--- src/rtl/slp_pkg.sv ---
package slp_pkg;
    localparam int DATA_W  = 8;
    localparam int ADDR_W  = 3;
    localparam int NPORTS  = 2;
    localparam int PORT_A  = 0;
    localparam int PORT_B  = 1;

    typedef enum logic [ADDR_W-1:0] {
        OFS_PORTB = 3'd0,
        OFS_PORTA = 3'd1,
        OFS_MODE  = 3'd2,
        OFS_EDGE  = 3'd3,
        OFS_FLAG  = 3'd4
    } reg_ofs_e;

    typedef struct packed {
        logic              cs;
        logic              rd;
        logic              wr;
        logic [ADDR_W-1:0] addr;
        logic [DATA_W-1:0] wdata;
    } bus_req_t;

    function automatic logic hits(bus_req_t b, reg_ofs_e ofs);
        return b.cs && (b.addr == ofs);
    endfunction

    function automatic logic [ADDR_W-1:0] port_ofs(int idx);
        return (idx == PORT_A) ? OFS_PORTA : OFS_PORTB;
    endfunction
endpackage

--- src/rtl/slp_strobe_edge.sv ---
module slp_strobe_edge #(
    parameter int STAGES = 2
) (
    input  logic clk,
    input  logic rst,
    input  logic strobe_i,
    input  logic rising_i,
    output logic active_o
);
    logic [STAGES-1:0] sync_q;
    logic              prev_q;

    genvar g;
    generate
        for (g = 0; g < STAGES; g++) begin : g_sync
            if (g == 0) begin : g_first
                always_ff @(posedge clk) begin
                    if (rst) sync_q[0] <= 1'b0;
                    else     sync_q[0] <= strobe_i;
                end
            end else begin : g_next
                always_ff @(posedge clk) begin
                    if (rst) sync_q[g] <= 1'b0;
                    else     sync_q[g] <= sync_q[g-1];
                end
            end
        end
    endgenerate

    always_ff @(posedge clk) begin
        if (rst) prev_q <= 1'b0;
        else     prev_q <= sync_q[STAGES-1];
    end

    always_comb begin
        if (rising_i) active_o = sync_q[STAGES-1] & ~prev_q;
        else          active_o = ~sync_q[STAGES-1] & prev_q;
    end


    single_pulse_chk: assert property (@(posedge clk) disable iff (rst)
        active_o |=> !active_o);
endmodule

--- src/rtl/slp_capture.sv ---
module slp_capture #(
    parameter int W = 8
) (
    input  logic         clk,
    input  logic         rst,
    input  logic         edge_i,
    input  logic [W-1:0] pins_i,
    input  logic         latch_en_i,
    input  logic         read_i,
    input  logic         clr_i,
    output logic [W-1:0] value_o,
    output logic         flag_o
);
    logic [W-1:0] snap_q;

    always_ff @(posedge clk) begin
        if (rst)         snap_q <= '0;
        else if (edge_i) snap_q <= pins_i;
    end

    always_ff @(posedge clk) begin
        if (rst)                  flag_o <= 1'b0;
        else if (edge_i)          flag_o <= 1'b1;
        else if (read_i || clr_i) flag_o <= 1'b0;
    end

    assign value_o = latch_en_i ? snap_q : pins_i;


    snap_hold_chk: assert property (@(posedge clk) disable iff (rst)
        !edge_i |=> $stable(snap_q));

    flag_set_chk: assert property (@(posedge clk) disable iff (rst)
        edge_i |=> flag_o);

    flag_clr_chk: assert property (@(posedge clk) disable iff (rst)
        ((read_i || clr_i) && !edge_i) |=> !flag_o);
endmodule

--- src/rtl/slp_ctrl_regs.sv ---
module slp_ctrl_regs
    import slp_pkg::*;
(
    input  logic              clk,
    input  logic              rst,
    input  bus_req_t          req_i,
    output logic [DATA_W-1:0] mode_o,
    output logic [NPORTS-1:0] rising_o,
    output logic [NPORTS-1:0] port_rd_o,
    output logic [NPORTS-1:0] flag_w1c_o
);
    logic wr_mode, wr_edge, wr_flag;

    assign wr_mode = req_i.wr && hits(req_i, OFS_MODE);
    assign wr_edge = req_i.wr && hits(req_i, OFS_EDGE);
    assign wr_flag = req_i.wr && hits(req_i, OFS_FLAG);

    always_ff @(posedge clk) begin
        if (rst)          mode_o <= '0;
        else if (wr_mode) mode_o <= req_i.wdata;
    end

    always_ff @(posedge clk) begin
        if (rst)          rising_o <= '0;
        else if (wr_edge) rising_o <= req_i.wdata[NPORTS-1:0];
    end

    genvar p;
    generate
        for (p = 0; p < NPORTS; p++) begin : g_dec
            assign port_rd_o[p]  = req_i.rd && req_i.cs && (req_i.addr == port_ofs(p));
            assign flag_w1c_o[p] = wr_flag && req_i.wdata[p];
        end
    endgenerate


    mode_reset_chk: assert property (@(posedge clk)
        rst |=> (mode_o == '0 && rising_o == '0));
endmodule

--- src/rtl/strobe_latch_port.sv ---
module strobe_latch_port
    import slp_pkg::*;
#(
    parameter int SYNC_STAGES = 2
) (
    input  logic              clk,
    input  logic              rst,
    input  logic              cs,
    input  logic              rd,
    input  logic              wr,
    input  logic [ADDR_W-1:0] addr,
    input  logic [DATA_W-1:0] wdata,
    output logic [DATA_W-1:0] rdata,
    input  logic [DATA_W-1:0] pa_pins,
    input  logic [DATA_W-1:0] pb_pins,
    input  logic              stb_a,
    input  logic              stb_b,
    output logic              irq
);
    bus_req_t          req;
    logic [DATA_W-1:0] mode;
    logic [NPORTS-1:0] rising, port_rd, w1c, active, flags;
    logic [DATA_W-1:0] pins   [NPORTS];
    logic [DATA_W-1:0] value  [NPORTS];
    logic              strobe [NPORTS];
    logic [DATA_W-1:0] rd_mux;

    assign req     = '{cs: cs, rd: rd, wr: wr, addr: addr, wdata: wdata};
    assign pins[PORT_A]   = pa_pins;
    assign pins[PORT_B]   = pb_pins;
    assign strobe[PORT_A] = stb_a;
    assign strobe[PORT_B] = stb_b;

    slp_ctrl_regs u_regs (
        .clk        (clk),
        .rst        (rst),
        .req_i      (req),
        .mode_o     (mode),
        .rising_o   (rising),
        .port_rd_o  (port_rd),
        .flag_w1c_o (w1c)
    );

    genvar p;
    generate
        for (p = 0; p < NPORTS; p++) begin : g_port
            slp_strobe_edge #(.STAGES(SYNC_STAGES)) u_edge (
                .clk      (clk),
                .rst      (rst),
                .strobe_i (strobe[p]),
                .rising_i (rising[p]),
                .active_o (active[p])
            );
            slp_capture #(.W(DATA_W)) u_cap (
                .clk        (clk),
                .rst        (rst),
                .edge_i     (active[p]),
                .pins_i     (pins[p]),
                .latch_en_i (mode[p]),
                .read_i     (port_rd[p]),
                .clr_i      (w1c[p]),
                .value_o    (value[p]),
                .flag_o     (flags[p])
            );
        end
    endgenerate

    always_comb begin
        case (addr)
            OFS_PORTB: rd_mux = value[PORT_B];
            OFS_PORTA: rd_mux = value[PORT_A];
            OFS_MODE:  rd_mux = mode;
            OFS_EDGE:  rd_mux = DATA_W'(rising);
            OFS_FLAG:  rd_mux = DATA_W'(flags);
            default:   rd_mux = '0;
        endcase
    end

    always_ff @(posedge clk) begin
        if (rst)           rdata <= '0;
        else if (cs && rd) rdata <= rd_mux;
    end

    assign irq = |flags;


    transparent_a_chk: assert property (@(posedge clk) disable iff (rst)
        (cs && rd && addr == OFS_PORTA && !mode[PORT_A]) |=> (rdata == $past(pa_pins)));

    hole_zero_chk: assert property (@(posedge clk) disable iff (rst)
        (cs && rd && addr > OFS_FLAG) |=> (rdata == '0));

    irq_follow_chk: assert property (@(posedge clk) disable iff (rst)
        $rose(irq) |-> $past(|active));
endmodule

--- config.mk ---
export PLATFORM = sky130hd
export DESIGN_NAME = strobe_latch_port
export DESIGN_NICKNAME = d
export VERILOG_FILES = /design/src/rtl/slp_pkg.sv /design/src/rtl/slp_strobe_edge.sv /design/src/rtl/slp_capture.sv /design/src/rtl/slp_ctrl_regs.sv /design/src/rtl/strobe_latch_port.sv
export SDC_FILE = /design/constraint.sdc
export NUM_CORES = 1
export LEC_CHECK = 0
export ABC_AREA = 1
export BUFFER_PORTS_ARGS = -buffer_cell sky130_fd_sc_hd__buf_2
export CORE_MARGIN = 2
export CORE_UTILIZATION = 53
export DETAILED_ROUTE_END_ITERATION = 8
export PLACE_DENSITY = 0.75
export SLEW_MARGIN = 5
export SYNTH_ARGS = -nofsm -noshare
export SYNTH_HDL_FRONTEND = slang
export SYNTH_SLANG_ARGS = --single-unit
export TNS_END_PERCENT = 1
--- constraint.sdc ---
create_clock -name clk -period 1.53 [get_ports clk]
set_clock_uncertainty 0.15 [all_clocks]
set_input_delay 0.153 -clock clk [delete_from_list [all_inputs] [get_ports clk]]
set_output_delay 0.153 -clock clk [all_outputs]
set_load 0.01 [all_outputs]
==> results.cfg <==
[timing]
max_freq_ghz = 0.741
setup_tns_ps = 0
finalHoldViolations = 0
relSlewSlack_pct = 75.5
grt_setup_unrepaired = false
worst-slew-pin-transition_ps = 367
timing_max_transition_violations_final = 0
finalSetupViolations = 0
fin_hold_ws_ps = 13.0
period_share_pct = 88.2
finalWorstPathRequiredPeriod_ps = 1350

[die]
dieWidth_microns = 64.8
die_h_microns = 64.8
rows = 22
core_area_sq_um = 3610
initial_core_utilization_pct = 54.4
top_level_ports = 43
die-area_sq_um = 4200

[placement]
placed_cells = 362
port_buffers = 42
gp_congestion = 0.818
placed_area_sq_um = 2230
hpwlAfterDp_microns = 3110

[run_status]
outcome = finished, final reports clean

[synthesis]
dominant_combinational_cell_family_by_area_after_synthesis = simple AND/OR/NAND/NOR gates
synth-simple-area-share_pct = 31.2
seq_total_area_yosys_pct = 42.9
library_cells_used_by_synthesis = 27
syn-mean-instance-area_sq_um = 7.05
ys_warn_count = 0
synth.area.mux_share_pct = 0
synth_seq_cells = 42
netlist_area_sq_um = 1960
yosys.area_share.adder_pct = 0
synth.net_count = 312
synth_xor_area_share_pct = 0
synth-compound-area-share_pct = 16.7
syn_inst = 278

[drt]
remaining_antenna_violation_count_after_routing = 0
viasPerCell = 4.85
detailedRoute.firstIterationViolations = 148
drc_errors = 0
route.final.wire_length_microns = 4390
routed_wl_per_cell_microns = 11.2
detail_route.first_pass.iterations = 4
via_count = 1906

[cts]
cts.sinks = 42
postCtsSetupBuffers = 0
buffer_cell_driving_the_clock_tree_root = clkbuf_8
htreeDepth = 2
numCtsBuffers = 5
clkSlewWorstSetupHoldPaths_ps = 70
latest_clock_arrival_within_the_worst_skew_pair_ps = 290
tritoncts_clock_tree = yes
clock_path_buffers = 2

[worst_hold_path]
hold_path.class = in2reg

[final_layout]
post-route-cell-area_sq_um = 2550
mostFrequentLayoutCell = nand2_1
utilization_of_the_core_after_routing_pct = 70.6
layout.cells.most_common_list = nand2_1 (79), dfxtp_1 (42), buf_2 (42)
syn_to_final_growth_pct = 29.9
instances_no_fill = 393
drive_above_1_share_pct = 20.6
num_antenna_cells = 0
number_of_inserted_filler_cells_in_the_final_layout = 333
num-nets-final = 379

[flow_run]
maxCapViolCount = 0

[setup_path]
data_arrival_critical_path_ps = 1050
timing.critical_path.fanout_max = 3
required_time_reported_for_the_critical_path_endpoint_ps = 1230
sort_of_element_at_the_end_of_the_critical_path = output port
cell_breakdown_of_the_critical_path = or2_2, buf_2
timing.critical_path.slowest_cell_delay_ps = 330
timing.critical_path.from_type = flop
timing.critical_path.slowest_stage_cell = dfxtp_1
timing_worst_setup_path_type = reg2out

[global_route]
grt.overflow.total = 0
antenna_violations_before_repair = 0
vias_in_the_first_global_route = 1770
groute.usage.overall_pct = 23.8
grt_first_pass_wirelength_microns = 7700
largest_net_degree_at_the_start_of_global_routing = 27

[power_and_ir_drop]
peakVddDrop_mv = 0.732
power.static_leakage_nw = 1.11
p_per_area_nw_per_um2 = 816
==> per-stage QoR <==
| stage | power (mW) | worst slack (ps) |
|---|---|---|
| 6_report | 2.08 | 180 |
| 5_1_grt | 2.19 | 85.0 |
| 4_1_cts | 2.09 | 137 |
| 3_5_place_dp | 1.40 | 160 |
| 3_3_place_gp | 1.39 | 201 |
| 2_1_floorplan | 1.30 | 318 |
==> layout make-up <==
cell class | count | area, sq um | area share [%]
clock buffers | 7 | 76.3 | 3.00
inverters | 35 | 134 | 5.26
multi-input cells | 191 | 942 | 37.0
flip-flops and latches | 42 | 841 | 33.0
well taps | 48 | 60.1 | 2.36
repair buffers | 70 | 493 | 19.4
==> synth_stat cells, drive strengths merged <==
library cell	number	area share, %
nor2	35	8.3
nand4	3	0.96
a211oi	18	7.7
dfxtp	42	43
a21oi	17	4.5
inv	34	6.6
nand3	15	4.5
or2	1	0.32
clkinv	1	0.19
buf	5	1.4
nand2	83	16
nor3	1	0.51
clkbuf	5	0.96
o21ai	15	3.8
nand3b	1	0.38
o211ai	1	0.38
a31oi	1	0.32
==> metal layers <==
| layer | track usage (%) | vias to the layer above | share of wire [%] |
|---|---|---|---|
| met5 | 0 | - | 0 |
| met4 | 6.38 | 0 | 0.96 |
| met3 | 6.42 | 5 | 5.4 |
| met2 | 37.8 | 41 | 44 |
| met1 | 31.8 | 835 | 49 |
| li1 | - | 1025 | - |
==> cell families after synthesis <==
logic type             after synthesis
AND/OR/NAND/NOR                    139
flip-flops                          42
AO/OA/AOI/OAI                       52
buffers and inverters               45
==> path summary, 6_finish.rpt <==
| check | startpoint | end | slack, ps | depth (start not counted) |
|---|---|---|---|---|
| setup reg to reg | g_port[1].u_edge.sync_q[1]$_SDFF_PP0_ | g_port[1].u_cap.snap_q[0]$_SDFFE_PP0P_ | 220 | 6 |
| setup / recovery | g_port[1].u_cap.flag_o$_SDFFE_PP0P_ | irq | 180 | 2 |
| hold reg to reg | g_port[0].u_edge.sync_q[0]$_SDFF_PP0_ | g_port[0].u_edge.sync_q[1]$_SDFF_PP0_ | 250 | 2 |
| hold / removal | pb_pins[0] | g_port[1].u_cap.snap_q[0]$_SDFFE_PP0P_ | 10 | 3 |
==> registers in the layout, indices dropped and copies added, names as in the netlist <==
name / count
g_port.u_edge.sync_q: 4
u_regs.mode_o: 8
u_regs.rising_o: 2
rdata: 8
g_port.u_cap.flag_o: 2
g_port.u_edge.prev_q: 2
g_port.u_cap.snap_q: 16
==> critical path: cells and delay by family, from the launching register on <==
kind | cells | cell delay (ps)
buffers and inverters | 1 | 140
DFF | 1 | 330
and+or+nand+nor | 1 | 290
==> report_power, final <==
group          switching, mW  total (mW)  internal, mW
combinational          0.148       0.278         0.130
sequential            0.0149        1.14          1.12
clock                  0.347       0.661         0.314
==> what timing repair did <==
item	in CTS	in global routing
hold buffers	24	0
hold endpoints to repair	24	0
setup endpoints to repair	0	6
resized for setup	0	1
No activity file was read; power rests on OpenSTA's default activity.
